[src/rtl/snd_io_pkg.sv]
package snd_io_pkg;
    typedef enum logic [3:0] {
        RG_MEM,
        RG_ROM,
        RG_TEST,
        RG_CTRL,
        RG_IDX,
        RG_DATA,
        RG_PORT,
        RG_PERIOD,
        RG_COUNT
    } region_e;

    localparam int CNT_W = 4;
endpackage

[src/rtl/snd_io_decode.sv]
module snd_io_decode
    import snd_io_pkg::*;
#(
    parameter int                ADDR_W    = 16,
    parameter logic [ADDR_W-1:0] IO_BASE   = 16'h00F0,
    parameter int                ROM_BYTES = 64
) (
    input  logic [ADDR_W-1:0] addr,
    output region_e           region,
    output logic [1:0]        sub
);
    localparam logic [ADDR_W-1:0] ROM_BASE = ADDR_W'((2 ** ADDR_W) - ROM_BYTES);

    logic       io_hit;
    logic [3:0] off;

    assign io_hit = (addr[ADDR_W-1:4] == IO_BASE[ADDR_W-1:4]);
    assign off    = addr[3:0];

    always_comb begin
        region = RG_MEM;
        sub    = off[1:0];
        if (addr >= ROM_BASE) begin
            region = RG_ROM;
        end else if (io_hit) begin
            unique case (off)
                4'h0: region = RG_TEST;
                4'h1: region = RG_CTRL;
                4'h2: region = RG_IDX;
                4'h3: region = RG_DATA;
                4'h4, 4'h5, 4'h6, 4'h7: region = RG_PORT;
                4'h8, 4'h9: region = RG_MEM;
                4'hA, 4'hB, 4'hC: begin
                    region = RG_PERIOD;
                    sub    = off[1:0] - 2'd2;
                end
                default: begin
                    region = RG_COUNT;
                    sub    = off[1:0] - 2'd1;
                end
            endcase
        end
    end
endmodule

[src/rtl/snd_io_ctrl.sv]
module snd_io_ctrl
    import snd_io_pkg::*;
#(
    parameter int NTIMER = 3
) (
    input  logic              clk,
    input  logic              rst_n,
    input  logic              rd,
    input  logic              wr,
    input  region_e           region,
    input  logic [1:0]        sub,
    input  logic [7:0]        wdata,
    output logic [7:0]        idx_q,
    output logic              rom_on_q,
    output logic [NTIMER-1:0] timer_en_q,
    output logic              ram_we,
    output logic              dsp_we,
    output logic              dsp_re,
    output logic              port_we,
    output logic              port_rd,
    output logic [1:0]        port_clr,
    output logic [NTIMER-1:0] timer_start,
    output logic [NTIMER-1:0] prd_we,
    output logic [NTIMER-1:0] cnt_rd,
    output logic [NTIMER-1:0] cnt_clr
);
    logic ctrl_wr;
    logic unused_bits;

    assign ctrl_wr     = wr && (region == RG_CTRL);
    assign unused_bits = ^{wdata[6], wdata[3]};

    always_ff @(posedge clk) begin
        if (!rst_n) begin
            idx_q      <= '0;
            rom_on_q   <= 1'b1;
            timer_en_q <= '0;
        end else begin
            if (wr && (region == RG_IDX)) begin
                idx_q <= wdata;
            end
            if (ctrl_wr) begin
                timer_en_q <= wdata[NTIMER-1:0];
                rom_on_q   <= wdata[7];
            end
        end
    end

    assign ram_we      = wr && ((region == RG_MEM) || (region == RG_ROM));
    assign dsp_we      = wr && (region == RG_DATA) && !idx_q[7];
    assign dsp_re      = rd && (region == RG_DATA);
    assign port_we     = wr && (region == RG_PORT);
    assign port_rd     = rd && (region == RG_PORT);
    assign port_clr[0] = ctrl_wr && wdata[4];
    assign port_clr[1] = ctrl_wr && wdata[5];

    for (genvar i = 0; i < NTIMER; i++) begin : g_tmr
        assign timer_start[i] = ctrl_wr && wdata[i] && !timer_en_q[i];
        assign prd_we[i]      = wr && (region == RG_PERIOD) && (sub == 2'(i));
        assign cnt_rd[i]      = rd && (region == RG_COUNT)  && (sub == 2'(i));
        assign cnt_clr[i]     = wr && (region == RG_COUNT)  && (sub == 2'(i));
    end
endmodule

[src/rtl/snd_io_rdmux.sv]
module snd_io_rdmux
    import snd_io_pkg::*;
#(
    parameter int NTIMER = 3
) (
    input  logic                    clk,
    input  logic                    rst_n,
    input  logic                    rd,
    input  region_e                 region,
    input  logic [1:0]              sub,
    input  logic                    rom_on,
    input  logic [7:0]              idx,
    input  logic [7:0]              ram_rdata,
    input  logic [7:0]              rom_rdata,
    input  logic [7:0]              dsp_rdata,
    input  logic [7:0]              port_rdata,
    input  logic [CNT_W*NTIMER-1:0] cnt_val,
    output logic [7:0]              rdata_q
);
    logic [CNT_W-1:0] cnt_pick;
    logic [7:0]       rd_next;

    always_comb begin
        cnt_pick = '0;
        for (int i = 0; i < NTIMER; i++) begin
            if (sub == 2'(i)) cnt_pick = cnt_val[i*CNT_W +: CNT_W];
        end
    end

    always_comb begin
        unique case (region)
            RG_MEM:    rd_next = ram_rdata;
            RG_ROM:    rd_next = rom_on ? rom_rdata : ram_rdata;
            RG_IDX:    rd_next = idx;
            RG_DATA:   rd_next = dsp_rdata;
            RG_PORT:   rd_next = port_rdata;
            RG_COUNT:  rd_next = {{(8-CNT_W){1'b0}}, cnt_pick};
            default:   rd_next = 8'h00;
        endcase
    end

    always_ff @(posedge clk) begin
        if (!rst_n)  rdata_q <= 8'h00;
        else if (rd) rdata_q <= rd_next;
    end
endmodule

[src/rtl/snd_io_regs.sv]
module snd_io_regs
    import snd_io_pkg::*;
#(
    parameter int                ADDR_W    = 16,
    parameter logic [ADDR_W-1:0] IO_BASE   = 16'h00F0,
    parameter int                ROM_BYTES = 64,
    parameter int                NTIMER    = 3
) (
    input  logic                    clk,
    input  logic                    rst_n,
    input  logic                    bus_rd,
    input  logic                    bus_wr,
    input  logic [ADDR_W-1:0]       bus_addr,
    input  logic [7:0]              bus_wdata,
    output logic [7:0]              bus_rdata,
    input  logic [7:0]              ram_rdata,
    input  logic [7:0]              rom_rdata,
    output logic                    ram_we,
    output logic                    rom_sel,
    output logic [6:0]              dsp_addr,
    output logic                    dsp_we,
    output logic                    dsp_re,
    input  logic [7:0]              dsp_rdata,
    output logic [1:0]              port_sel,
    output logic                    port_we,
    output logic                    port_rd,
    input  logic [7:0]              port_rdata,
    output logic [1:0]              port_clr,
    output logic [NTIMER-1:0]       timer_en,
    output logic [NTIMER-1:0]       timer_start,
    output logic [NTIMER-1:0]       prd_we,
    output logic [NTIMER-1:0]       cnt_rd,
    output logic [NTIMER-1:0]       cnt_clr,
    input  logic [CNT_W*NTIMER-1:0] cnt_val
);
    region_e    region;
    logic [1:0] sub;
    logic [7:0] dsp_idx_q;

    snd_io_decode #(
        .ADDR_W   (ADDR_W),
        .IO_BASE  (IO_BASE),
        .ROM_BYTES(ROM_BYTES)
    ) u_dec (
        .addr  (bus_addr),
        .region(region),
        .sub   (sub)
    );

    snd_io_ctrl #(
        .NTIMER(NTIMER)
    ) u_ctrl (
        .clk        (clk),
        .rst_n      (rst_n),
        .rd         (bus_rd),
        .wr         (bus_wr),
        .region     (region),
        .sub        (sub),
        .wdata      (bus_wdata),
        .idx_q      (dsp_idx_q),
        .rom_on_q   (rom_sel),
        .timer_en_q (timer_en),
        .ram_we     (ram_we),
        .dsp_we     (dsp_we),
        .dsp_re     (dsp_re),
        .port_we    (port_we),
        .port_rd    (port_rd),
        .port_clr   (port_clr),
        .timer_start(timer_start),
        .prd_we     (prd_we),
        .cnt_rd     (cnt_rd),
        .cnt_clr    (cnt_clr)
    );

    snd_io_rdmux #(
        .NTIMER(NTIMER)
    ) u_rdmux (
        .clk       (clk),
        .rst_n     (rst_n),
        .rd        (bus_rd),
        .region    (region),
        .sub       (sub),
        .rom_on    (rom_sel),
        .idx       (dsp_idx_q),
        .ram_rdata (ram_rdata),
        .rom_rdata (rom_rdata),
        .dsp_rdata (dsp_rdata),
        .port_rdata(port_rdata),
        .cnt_val   (cnt_val),
        .rdata_q   (bus_rdata)
    );

    assign dsp_addr = dsp_idx_q[6:0];
    assign port_sel = sub;
endmodule

[config.mk]
export PLATFORM = sky130hd
export DESIGN_NAME = snd_io_regs
export DESIGN_NICKNAME = d
export VERILOG_FILES = /design/src/rtl/snd_io_pkg.sv /design/src/rtl/snd_io_decode.sv /design/src/rtl/snd_io_ctrl.sv /design/src/rtl/snd_io_rdmux.sv /design/src/rtl/snd_io_regs.sv
export SDC_FILE = /design/constraint.sdc
export NUM_CORES = 1
export LEC_CHECK = 0
export ABC_CLOCK_PERIOD_IN_PS = 5100
export CORE_UTILIZATION = 60
export CTS_CLUSTER_SIZE = 14
export DETAILED_ROUTE_END_ITERATION = 8
export DONT_BUFFER_PORTS = 1
export PLACE_DENSITY = 0.74
export SYNTH_ARGS = -nofsm -noshare
export SYNTH_HDL_FRONTEND = slang
export SYNTH_SLANG_ARGS = --single-unit
[constraint.sdc]
create_clock -name clk -period 5.1 [get_ports clk]
set_clock_uncertainty 0.05 [all_clocks]
set_input_delay 0.765 -clock clk [delete_from_list [all_inputs] [get_ports clk]]
set_output_delay 0.765 -clock clk [all_outputs]
set_load 0.02 [all_outputs]
==> results of run 1 <==
power by group through the flow:
stage,clock network (uW),registers (uW),logic [uW]
floorplan,0,169,49.3
global placement,0,170,51.0
detailed placement,0,170,53.6
CTS,132,166,53.8
global route,140,167,60.5
finish,132,166,54.8
metrics by stage:
stage	cell area, sq um	utilization, %	instances
2_1_floorplan	1830	-	235
3_3_place_gp	1770	62.5	251
3_5_place_dp	1770	62.5	251
4_1_cts	1820	64.4	255
5_1_grt	1820	64.4	255
6_report	1820	64.4	255
state kept, by name (all words and copies together), names as in the netlist:
| signal | cells |
|---|---|
| u_ctrl.rom_on_q | 1 |
| u_rdmux.rdata_q | 8 |
| u_ctrl.idx_q | 8 |
| u_ctrl.timer_en_q | 3 |
worst paths after layout:
path	from	to	slack, ps	cells after the start
worst max-delay path	bus_addr[0]	cnt_rd[0]	1150	7
worst min-delay path	u_ctrl.idx_q[7]	u_ctrl.idx_q[7]	440	2
worst max register to register	u_ctrl.rom_on_q	u_rdmux.rdata_q[1]	3140	5
worst min register to register	u_ctrl.idx_q[7]	u_ctrl.idx_q[7]	440	2
cells by family after synthesis:
kind of cell               count (synthesis)  share of synthesized area [%]
DFF                                       20                           21.9
adders and majority gates                  4                           2.74
and+or+nand+nor                           96                           32.0
muxes                                     12                           6.58
AOI/OAI and AO/OA                         78                           28.9
buffers and inverters                     24                           7.40
xor gates and xnor gates                   1                          0.480
placed cells by master (no fill, tap or decap), types with 7 or more instances in the layout:
master / count
a21oi_1: 19
a221oi_1: 7
a22oi_1: 7
dfxtp_1: 20
inv_1: 8
mux2i_1: 12
nand2_1: 25
nand3_1: 11
nor2_1: 12
nor3_1: 8
o21ai_0: 11
worst min-delay path, stage by stage, from the launching register on:
cell	delay (ps)
dfxtp_1	340
nand2_1	60
a21oi_1	50
final cells by class:
cell class              instances  area [sq um]
well taps                      31          38.8
flip-flops and latches         20           400
repair buffers                  1          7.51
multi-input cells             191          1290
clock inverters                 1          30.0
clock buffers                   3          22.5
inverters                       8          30.0
fillers                       267          1010
per-layer routing:
metal / track usage (%) / vias to the layer above / share of wire, % / wire, um
li1: - / 867 / - / -
met1: 39.6 / 863 / 42 / 2160
met2: 52.6 / 105 / 46 / 2350
met3: 9.30 / 9 / 10 / 526
met4: 6.97 / 0 / 1.1 / 56
met5: 0 / - / 0 / 0
==> out/summary.txt, run 1 <==
CTS Sinks - 20
CP bufs+invs - 1
Cell breakdown of the critical path - inv_1 > ha_1 > or3_1 > and3_1 > nor3_2 > xnor2_1 > nor3_1
Hold WC Path Type - flop to flop
CTS max path bufs - 2
Die area - 0.00327 sq mm
Ant. Diodes - 0
Initial core utilization - 64.6%
Vias in the first global route - 1794
Fin. max-slew vios - 0
Nets - 301
Ys Warns - 0
Post-Place Setup Slack - 1160 ps
First-pass GRT wire length - 8070 um
Part of the power in the clock network - 37.4%
Worst slew pin tran - 965 ps
Asr flop ratio synth - 0%
Sw frac - 25.8%
Sequential fraction of the synthesis area - 21.9%
Chip height - 57.2 um
Critical path fanouts, max - 13
Max_cap viols - 0
Status - finished with violations
Layout overhead on the synthesized area - -0.342%
Core area - 0.00283 sq mm
Pint - 262 uW
GRT Util Overall - 31.3%
Initial antenna violation count - 0
Crit path max-delay family - simple AND/OR/NAND/NOR gates
CP arrival - 3130 ps
Max IR drop VDD - 176 uV
Sw Pwr - 91.2 uW
Routed vias - 1844
PD cells - 194 mW/mm^2
Critical Path RT - 4280 ps
Hold_ws - 435 ps
Final GP Congestion - 0.819
Reg power frac - 47.1%
Global route overflow - 0
DR WL/cell - 20.0 um
Logic pwr share - 15.5%
Chip Width - 57.2 um
Critical Path Max Stage Delay - 680 ps
Final WS setup - 1150 ps
Port Buffers - 0
Count leader, synth - nand2_1
Share of layout cells above drive strength 1 - 10.3%
Max stage delay cell, worst path - nor3_1
Cell row count - 19
H-tree depth - 1
CP Class - primary input to output pin
Routed Antenna Nets - 0
Most instantiated cells after synthesis - nand2_1, dfxtp_1, a21oi_1
Synth Register Bits - 20
Post-synth EDFFs - 0
Total Wirelength - 5100 um
HPWL Detailed - 4020 um
Initial DRC count - 215
Final hold vios - 0
Num ports - 112
Crit path launch type - primary input
Clock-pin slew on the worst setup and hold paths - 120 ps
Clk_lat worst skew - 310 ps
Remaining DRCs - 10
Setup Fix Bufs, Post-CTS - 0
Post-route setup TNS - 0 ps
Failing checks - design-rule violations
Synth top area share - 21.9%
Cts bufs inserted - 3
Clk root buf - clkbuf_4
PostCTS Resize Cnt - 0
Total power - 353 uW
Final setup violation count - 0
Gate Count Post-Synth - 235
Leak - 0.000643 uW
Syn_area_per_cell - 7.77 sq um
Cell variety after synth - 58
Largest net degree at the start of global routing - 18
Synthesized area - 0.00183 sq mm
Yosys top cell by area - dfxtp_1
Min Tclk post-route - 3950 ps
RSZ-0062 raised after global routing - false
Clock tree from TritonCTS - built
Max_slew headroom - 34.8%
Fmax - 253 MHz
Primary FF master, synth - dfxtp_1
Drt first pass iters - 7
Crit. End Element - output pin
Synth area leaders - dfxtp_1, mux2i_1, a21oi_1, nand2_1, a221oi_1
Vias/cell - 7.23
Syn nets - 311
Post-CTS Hold Buffers - 0
Tcrit/Tclk final - 77.4%
(Power assumes the default switching activity.)
==> run 2: changes to the inputs <==
- ABC_CLOCK_PERIOD_IN_PS: 5100 -> 4100
- clock period: 5.1 -> 4.1 ns (I/O delays scaled with it)
==> run 2 against run 1 <==
Compared with the run above:
- the flow still finishes with violations (design-rule violations)
- critical endpoint unchanged
- total power is 24% higher
- critical path type unchanged
- sequential share of layout area is 0.70 points lower
- count of clock-buffer cells in the layout stayed put
- die area stayed put
- critical path depth is 1 higher
==> out/summary.txt, run 2 (synthesis results as in run 1) <==
Remaining DRCs - 10
Status - finished with violations
CTS max path bufs - 2
Layout fillers - 263
Min Tclk post-route - 3430 ps
Cts bufs inserted - 3
Total Wirelength - 5140 um
First-pass GRT wire length - 8160 um
Core Util, Final - 66.5%
Cell breakdown of the critical path - inv_1 > ha_1 > or3_1 > and3_1 > nor3_2 > xnor2_1 > nor3_1 > buf_4
Clk_lat worst skew - 300 ps
Critical path fanouts, max - 13
Post-CTS Hold Buffers - 0
Worst slew pin tran - 842 ps
Nets - 309
Routed vias - 1873
CP bufs+invs - 2
Core area - 0.00283 sq mm
Commonest cells after routing, fill and taps aside - nand2_1, dfxtp_1, a21oi_1
Tcrit/Tclk final - 83.7%
Max IR drop VDD - 279 uV
Global route overflow - 0
Max stage delay cell, worst path - nor3_2
Initial DRC count - 130
Placement Cell Area - 0.00183 sq mm
Hold WC Path Type - primary input to flop
Vias in the first global route - 1799
PD cells - 233 mW/mm^2
Critical Path Max Stage Delay - 440 ps
RSZ-0062 raised after global routing - false
Port Buffers - 0
Clock-pin slew on the worst setup and hold paths - 110 ps
Routed Antenna Nets - 0
Leak - 0.000685 uW
Num ports - 112
Failing checks - design-rule violations
Layout overhead on the synthesized area - 2.95%
Ant. Diodes - 0
Setup Fix Bufs, Post-CTS - 0
PostCTS Resize Cnt - 0
Crit path max-delay family - simple AND/OR/NAND/NOR gates
GRT Util Overall - 31.5%
Final GP Congestion - 0.857
Chip Width - 57.2 um
Top Registers - u_ctrl.idx_q x8, u_rdmux.rdata_q x8, u_ctrl.timer_en_q x3
H-tree depth - 1
Initial antenna violation count - 0
Crit path launch type - primary input
Max_slew headroom - 43.7%
Final hold vios - 0
Post-route setup TNS - 0 ps
Chip height - 57.2 um
CTS Sinks - 20
Fmax - 291 MHz
Fin. max-slew vios - 0
DR WL/cell - 19.5 um
Cell row count - 19
Commonest non-fill, non-tap cell in the layout - nand2_1
Initial core utilization - 64.6%
Final setup violation count - 0
Critical Path RT - 3430 ps
Die area - 0.00327 sq mm
CP Class - primary input to output pin
Crit. End Element - output pin
Max_cap viols - 0
Drt first pass iters - 7
Share of layout cells above drive strength 1 - 13.4%
CP arrival - 2770 ps
Clk root buf - clkbuf_4
Largest net degree at the start of global routing - 18
Final instance area - 0.00188 sq mm
Clock tree from TritonCTS - built
HPWL Detailed - 4130 um
Vias/cell - 7.12
-- run 2: cell count changes in the layout (fill, tap and decap cells not counted), sizes merged --
cell	change
buf	+8
-- run 2: power by group --
| group | internal, uW | switching [uW] |
|---|---|---|
| Combinational | 30.1 | 39.6 |
| Clock | 98.8 | 62.2 |
| Sequential | 199 | 8.56 |
| Total | 327 | 110 |
-- run 2: final timing paths --
check                        from                  to  slack [ps]  cells after the start
setup / recovery      bus_addr[0]           cnt_rd[0]         670                      8
hold / removal              rst_n     u_ctrl.rom_on_q         320                      1
setup reg to reg  u_ctrl.rom_on_q  u_rdmux.rdata_q[2]        2190                      5
hold reg to reg   u_ctrl.idx_q[7]     u_ctrl.idx_q[7]         430                      2
-- run 2: worst register-to-register path: stages, from the launching register on --
cell	delay, ps
dfxtp_1	800
mux2i_1	260
o22ai_1	90
a221oi_1	230
o21ai_1	130
o221a_2	250
-- run 2: per-layer routing --
layer,share of wire [%],track usage (%)
met5,0,0
met4,1.7,7.67
met3,11,8.84
met2,47,53.9
met1,40,39.1
-- run 2: layout make-up --
type / instances / area [sq um] / area share, %
clock buffer: 3 / 22.5 / 1.20
clock inverter: 1 / 30.0 / 1.60
inverter: 8 / 30.0 / 1.60
multi-input combinational: 191 / 1290 / 68.7
sequential: 20 / 400 / 21.3
tap: 31 / 38.8 / 2.06
timing repair buffer: 9 / 67.6 / 3.59
-- run 2: per-stage QoR --
step	hold slack (ps)	total power [uW]	setup slack, ps	instances
after floorplan	395	272	421	235
after global placement	403	277	744	259
after detailed placement	414	280	668	259
after CTS	308	438	656	263
after global routing	303	455	503	263
final	315	438	667	263
